<file path="src/rtl/zfd_pkg.sv">
package zfd_pkg;

  typedef enum logic [1:0] {
    FLAG_OFF    = 2'b00,
    FLAG_SPLIT  = 2'b01,
    FLAG_BOTH   = 2'b10,
    FLAG_EITHER = 2'b11
  } flagMode_e;

  localparam int NUM_CH = 2;

  typedef struct packed {
    logic [NUM_CH-1:0] incRun;
    logic [NUM_CH-1:0] clrRun;
  } runStrobes_t;

endpackage

</file>
<file path="src/rtl/zfd_ctrl.sv">
module zfd_ctrl
  import zfd_pkg::*;
#(
  parameter int SAMPLE_W = 24
) (
  input  logic                             sampleValid,
  input  logic [NUM_CH-1:0][SAMPLE_W-1:0]  samples,
  output runStrobes_t                      strobes
);

  for (genvar ch = 0; ch < NUM_CH; ch++) begin : g_ch
    logic isZero;
    assign isZero                = (samples[ch] == '0);
    assign strobes.incRun[ch]    = sampleValid &  isZero;
    assign strobes.clrRun[ch]    = sampleValid & ~isZero;
  end

endmodule

</file>
<file path="src/rtl/zfd_datapath.sv">
module zfd_datapath
  import zfd_pkg::*;
#(
  parameter int ZERO_RUN = 1024
) (
  input  logic              clk,
  input  logic              rstN,
  input  runStrobes_t       strobes,
  output logic [NUM_CH-1:0] silent
);

  localparam int CNT_W = $clog2(ZERO_RUN + 1);
  localparam logic [CNT_W-1:0] RUN_MAX = CNT_W'(ZERO_RUN);

  for (genvar ch = 0; ch < NUM_CH; ch++) begin : g_run
    logic [CNT_W-1:0] runCount;

    always_ff @(posedge clk) begin
      if (!rstN) begin
        runCount <= '0;
      end else if (strobes.clrRun[ch]) begin
        runCount <= '0;
      end else if (strobes.incRun[ch] && (runCount != RUN_MAX)) begin
        runCount <= runCount + 1'b1;
      end
    end

    assign silent[ch] = (runCount == RUN_MAX);
  end

endmodule

</file>
<file path="src/rtl/zfd_flag_decode.sv">
module zfd_flag_decode
  import zfd_pkg::*;
(
  input  logic [NUM_CH-1:0] silent,
  input  logic [1:0]        flagMode,
  input  logic              flagInvert,
  input  logic              autoMuteEn,
  output logic [NUM_CH-1:0] flagOe,
  output logic              muteRequest
);

  logic              bothSilent;
  logic              anySilent;
  logic [NUM_CH-1:0] cond;
  logic              enabled;
  flagMode_e         mode;

  assign mode       = flagMode_e'(flagMode);
  assign bothSilent = &silent;
  assign anySilent  = |silent;

  always_comb begin
    enabled = 1'b1;
    unique case (mode)
      FLAG_OFF: begin
        enabled = 1'b0;
        cond    = '0;
      end
      FLAG_SPLIT:  cond = silent;
      FLAG_BOTH:   cond = {NUM_CH{bothSilent}};
      FLAG_EITHER: cond = {NUM_CH{anySilent}};
      default: begin
        enabled = 1'b0;
        cond    = '0;
      end
    endcase
  end

  assign flagOe      = enabled ? (cond ^ {NUM_CH{flagInvert}}) : '0;
  assign muteRequest = autoMuteEn & bothSilent;

endmodule

</file>
<file path="src/rtl/zero_flag_unit.sv">
module zero_flag_unit
  import zfd_pkg::*;
#(
  parameter int SAMPLE_W = 24,
  parameter int ZERO_RUN = 1024
) (
  input  logic                clk,
  input  logic                rstN,
  input  logic                sampleValid,
  input  logic [SAMPLE_W-1:0] sampleLeft,
  input  logic [SAMPLE_W-1:0] sampleRight,
  input  logic [1:0]          flagMode,
  input  logic                flagInvert,
  input  logic                autoMuteEn,
  output logic                flagLeftOe,
  output logic                flagRightOe,
  output logic                flagLeftDrive,
  output logic                flagRightDrive,
  output logic                muteRequest
);

  logic [NUM_CH-1:0][SAMPLE_W-1:0] samples;
  runStrobes_t                     strobes;
  logic [NUM_CH-1:0]               silent;
  logic [NUM_CH-1:0]               flagOe;

  assign samples = {sampleRight, sampleLeft};

  zfd_ctrl #(.SAMPLE_W(SAMPLE_W)) i_ctrl (
    .sampleValid (sampleValid),
    .samples     (samples),
    .strobes     (strobes)
  );

  zfd_datapath #(.ZERO_RUN(ZERO_RUN)) i_datapath (
    .clk     (clk),
    .rstN    (rstN),
    .strobes (strobes),
    .silent  (silent)
  );

  zfd_flag_decode i_decode (
    .silent      (silent),
    .flagMode    (flagMode),
    .flagInvert  (flagInvert),
    .autoMuteEn  (autoMuteEn),
    .flagOe      (flagOe),
    .muteRequest (muteRequest)
  );

  assign flagLeftOe     = flagOe[0];
  assign flagRightOe    = flagOe[1];
  assign flagLeftDrive  = 1'b0;
  assign flagRightDrive = 1'b0;

endmodule

</file>
<file path="config.mk">
export PLATFORM = sky130hd
export DESIGN_NAME = zero_flag_unit
export DESIGN_NICKNAME = d
export VERILOG_FILES = /design/src/rtl/zfd_pkg.sv /design/src/rtl/zfd_ctrl.sv /design/src/rtl/zfd_datapath.sv /design/src/rtl/zfd_flag_decode.sv /design/src/rtl/zero_flag_unit.sv
export SDC_FILE = /design/constraint.sdc
export NUM_CORES = 1
export LEC_CHECK = 0
export BUFFER_PORTS_ARGS = -buffer_cell sky130_fd_sc_hd__clkbuf_2
export CORE_ASPECT_RATIO = 1.2
export CORE_MARGIN = 2
export CORE_UTILIZATION = 45
export CTS_CLUSTER_DIAMETER = 40
export CTS_CLUSTER_SIZE = 25
export DETAILED_ROUTE_END_ITERATION = 8
export GPL_ROUTABILITY_DRIVEN = 0
export PLACE_DENSITY = 0.75
export SKIP_CTS_REPAIR_TIMING = 1
export SLEW_MARGIN = 15
export SYNTH_ARGS = -nofsm -noshare
export SYNTH_HDL_FRONTEND = slang
export SYNTH_SLANG_ARGS = --single-unit
</file>
<file path="constraint.sdc">
create_clock -name clk -period 2.25 [get_ports clk]
set_input_delay 0.225 -clock clk [delete_from_list [all_inputs] [get_ports clk]]
set_output_delay 0.225 -clock clk [all_outputs]
set_load 0.01 [all_outputs]
</file>
; Word-level counts from Yosys, hierarchy flattened
; Cells that the tools add are included.
; Widths: inputs -> output; s select.
[word_totals]
word_cells = 31
out_inout_bits = 5
input_bits = 55
ff_bits = 22
[op_classes]
n_eq_ne = 7
bitwise = 9
n_reduce_logical = 9
addsub = 2
n_mux = 2
[ops]
columns = operator, n
row1 = $logic_not 24->1, 2
row2 = $add 11x1->11 const B, 2
row3 = $eq 11x11->1 const B, 2
row4 = $ne 11x11->1 const B, 2
row5 = $pmux 2 s4, 1
row6 = $reduce_or 2->1, 3
row7 = $and 1x1->1, 5
row8 = $eq 2x2->1 const B, 2
row9 = $not 1->1, 3
row10 = $eq 2x1->1 const B, 1
row11 = $logic_and 1x1->1, 2
row12 = $logic_not 2->1, 1
row13 = $mux 2, 1
row14 = $reduce_and 2->1, 1
row15 = $xor 2x2->2, 1

; Longest topological paths before layout
[logic_depth]
depth_word = 5
depth_mapped = 8
ltp_nobuf = 6

; By module
; A second synthesis with hierarchy kept.
[unflattened]
cells_unflattened = 174
area_unflattened_um2 = 1425.1
[by_module_without_submodules]
columns = module, n_inst, area_per_inst_um2, seq_area_each_um2, cells_per_inst
row1 = zfd_datapath, 1, 1158.6, 440.4, 136
row2 = zfd_ctrl, 1, 138.9, 0.0, 19
row3 = zfd_flag_decode, 1, 108.9, 0.0, 16
row4 = zero_flag_unit, 1, 18.8, 0.0, 3

; Worst setup path after synthesis
; OpenSTA, ideal clock, no wires.
[synth_path]
kind = flip-flop to flip-flop
start = register i_datapath.g_run[0].runCount[0]
end = register i_datapath.g_run[0].runCount[5]
arrival_ns = 1.976
n_path_buf = 1
synth_period_minus_slack_ns = 2.046
setup_time_ns = 0.071
setup_slack_ns = 0.204
stages_incl_launch_ff = 8
cell_sequence = dfxtp_1 -> inv_1 -> ha_1 -> nand4b_1 -> or4b_1 -> buf_2 -> or4_1 -> a21oi_1
[synth_between]
elab_chain_cells = 2
word_cells_on_any_way = 3
[synth_lines]
columns = item, line
row1 = start: declaration, zfd_datapath.sv:16  ; logic [CNT_W-1:0] runCount;
row2 = start signal: assignment, zfd_datapath.sv:24  ; runCount <= runCount + 1'b1;
row3 = "parallel branches: the longest is 2 deep, another holds $add 11x1->11", n/a
; Parallel ways; which one is timed is not known.
; A chain may end at the register's enable or synchronous reset.

; Worst setup path after layout
[layout_path]
start = register i_datapath.g_run[0].runCount[7]
end = output flagRightOe
[layout_between]
elab_chain_cells = 5
word_cells_on_any_way = 6
[layout_lines]
columns = item, line
row1 = $eq 11x11->1 (*), zfd_datapath.sv:28  ; assign silent[ch] = (runCount == RUN_MAX);
row2 = $reduce_or 2->1 / $reduce_and 2->1 (equally long branches), "zfd_flag_decode.sv:20, zfd_flag_decode.sv:19"
row3 = $pmux 2 s4 (*), zfd_flag_decode.sv:24  ; unique case (mode)
row4 = $xor 2x2->2 (*), zfd_flag_decode.sv:39  ; assign flagOe = enabled ? (cond ^ {NUM_CH{flagInvert}}) : '0;
row5 = $mux 2 (*), zfd_flag_decode.sv:39
row6 = end: declaration, zero_flag_unit.sv:16  ; output logic flagRightOe,
; Every way passes the cells marked *; elsewhere a longest branch is shown, timed or not.

==> metrics.md <==
| Metric | Value |
|---|---|
| Global-route wire length before repair | 5620 um |
| Final cell count without fillers | 265 |
| DR vias | 1455 |
| Slowest cell on crit path | dfxtp_4 |
| Yosys cell types | 31 |
| #FFs+latches synth | 22 |
| Worst path top cell family by delay | simple AND/OR/NAND/NOR gates |
| Hold Vio Cnt, Final | 0 |
| CTS buffer count | 3 |
| Failing checks | negative setup slack |
| Top reg by flops | i_datapath.g_run.runCount |
| Critical path type | reg -> out |
| Peak supply drop | 550 uV |
| Maxcap violations | 0 |
| Crit path largest cell delay | 390 ps |
| Area of the die | 3470 um^2 |
| Share of the synthesized area in the top cell type | 32.4% |
| Crit path arrival time | 2130 ps |
| DR pass1 iterations | 4 |
| Ports | 60 |
| Detailed Place HPWL | 2680 um |
| H-tree depth | 1 |
| Number of synthesized flops with an enable pin | 0 |
| Hold WC Path Type | in -> reg |
| Max Root-Sink Buffers | 2 |
| Period utilization | 105% |
| 1st-iter DRT viols | 20 |
| Synth Instances | 165 |
| Fmax | 424 MHz |
| Largest area contributor in the netlist | dfxtp_1 |
| CTS tree | built |
| DRC | 0 |
| PD cells | 418 nW/um^2 |
| Static leakage | 0.715 nW |
| Unrepaired setup endpoints after global routing | true |
| Synthesized area per cell | 8.23 um^2 |
| Vias per std cell | 5.49 |
| Buffers and inverters on the worst path | 2 |
| Seq/Total Area, Yosys | 32.4% |
| Cell area after synthesis | 1360 um^2 |
| Worst-Skew Late Latency | 310 ps |
| CP startpoint kind | flip-flop |
| Drt wl/cell | 13.3 um |
| Final Setup Violations | 2 |
| Final antenna-violating net count | 0 |
| Power, Total | 0.000772 W |
| Vias in the first global route | 1385 |
| Die height | 64.2 um |
| Yosys warnings | 0 |
| Share of layout cells above drive strength 1 | 38.5% |
| Outcome | finished with violations |
| Core area | 2840 um^2 |
| CTS sink cnt | 22 |
| Worst-path cell chain | nor4b_4 -> nand4b_1 -> buf_4 -> maj3_2 -> and3_4 -> a211o_1 -> buf_2 |
| Final clock skew | 10.8 ps |
| Die Span X | 54.1 um |
| Area grow syn2layout | 35.9% |
| Clk root buf | clkbuf_4 |
| Min Tclk post-route | 2360 ps |
| Reg clk slew, reported paths | 130 ps |
| Antenna violations before repair | 0 |
| Inst Count DP | 260 |
| Worst EP required | 2030 ps |
| Initial core utilization | 47.8% |
| Final Slew Violations | 0 |
| Final WL | 3540 um |
| Tot GR Track Use | 21.0% |
| Post-synth top flop | dfxtp_1 |
| Synth async-reset ratio | 0% |
| Most frequent cells in the layout | clkbuf_2 (56), dfxtp_1 (18), a21oi_1 (14) |
| IO Port Bufs | 57 |
| Crit end category | output pin |
| Diode count | 0 |
| Synth top area cells | dfxtp_1 (32%), nor4_2 (5.5%), a21oi_1 (5.2%), nor4_1 (5.1%), xnor2_1 (3.9%) |
| Nets | 291 |
| Worst-path maximum fanout | 5 |
| Total global routing overflow | 0 |
| Final WS setup | -107 ps |
| Max FFs per register | 22 |
| Commonest non-fill, non-tap cell in the layout | clkbuf_2 |
| Total negative setup slack | -200 ps |
| Largest net degree at the start of global routing | 14 |
| # rows | 21 |
| Regs by FF count | i_datapath.g_run.runCount (22) |
==> report_power, final <==
group	internal, W	total, W	switching, W
logic	0.0000442	0.0000813	0.0000371
registers	0.000387	0.000387	0.000000000000812
clock network	0.000180	0.000303	0.000123
==> worst min-delay path, delay by kind of cell <==
family | cells | cell delay (ps)
compound gates | 1 | 60
buf+inv | 1 | 100
simple gates | 1 | 290
==> kinds of logic after synthesis <==
family                   Yosys count  share of synthesized area (%)
AO/OA/AOI/OAI                     34                           14.6
AND/OR/NAND/NOR                   76                           35.9
XOR/XNOR                           6                           3.87
multiplexers                       4                           2.95
buffers and inverters             17                           5.62
flip-flops                        22                           32.4
adder cells (fa/ha/maj)            5                           4.42
other                              1                          0.276
==> through the flow <==
step | area (um^2) | setup slack (ps) | utilization (%) | hold slack, ps
finish | 1850 | -107 | 65.0 | 392
CTS | 1780 | -197 | 62.8 | 397
detailed placement | 1730 | 48.3 | 60.9 | 484
global route | 1850 | -196 | 65.0 | 426
floorplan | 1360 | 204 | - | 363
global placement | 1730 | 58.5 | 60.9 | 483
==> worst paths after layout <==
check	from	endpoint	slack, ps	depth (start not counted)
max reg2reg	i_datapath.g_run[0].runCount[0]	i_datapath.g_run[0].runCount[6]	50	7
min reg2reg	i_datapath.g_run[0].runCount[9]	i_datapath.g_run[0].runCount[9]	500	2
min	rstN	i_datapath.g_run[0].runCount[7]	390	3
max	i_datapath.g_run[0].runCount[7]	flagRightOe	-110	7
==> routing by layer <==
metal / share of wire (%) / GRT usage (%) / vias up
met2: 55 / 37.7 / 16
met4: 0.88 / 6.56 / 0
met1: 42 / 23.3 / 676
met5: 0 / 0 / -
met3: 2.2 / 5.14 / 4
li1: - / - / 759
==> Yosys cell counts (2+ instances only) <==
library cell / count
a211oi_1: 2
buf_2: 4
mux2i_1: 4
a211o_1: 2
a21oi_1: 14
or4_1: 6
o21ai_0: 10
nand2_1: 11
or4b_1: 2
buf_4: 2
nand4_1: 7
nor4_1: 11
or3_1: 8
and4_1: 2
ha_1: 4
nor3_1: 2
o31ai_1: 6
nor4_2: 6
inv_1: 9
nand4b_1: 2
nand3_1: 6
nor2_1: 8
nor4b_1: 2
xnor2_1: 6
dfxtp_1: 22
clkbuf_1: 2
==> layout make-up <==
cell class              instances  area, um^2
well taps                      34        42.5
flip-flops and latches         22         450
multi-input cells             127         891
inverters                       9        33.8
clock inverters                 1        30.0
fillers                       286         992
clock buffers                   3        22.5
repair buffers                 69         375
No activity file was read; power rests on OpenSTA's default activity.
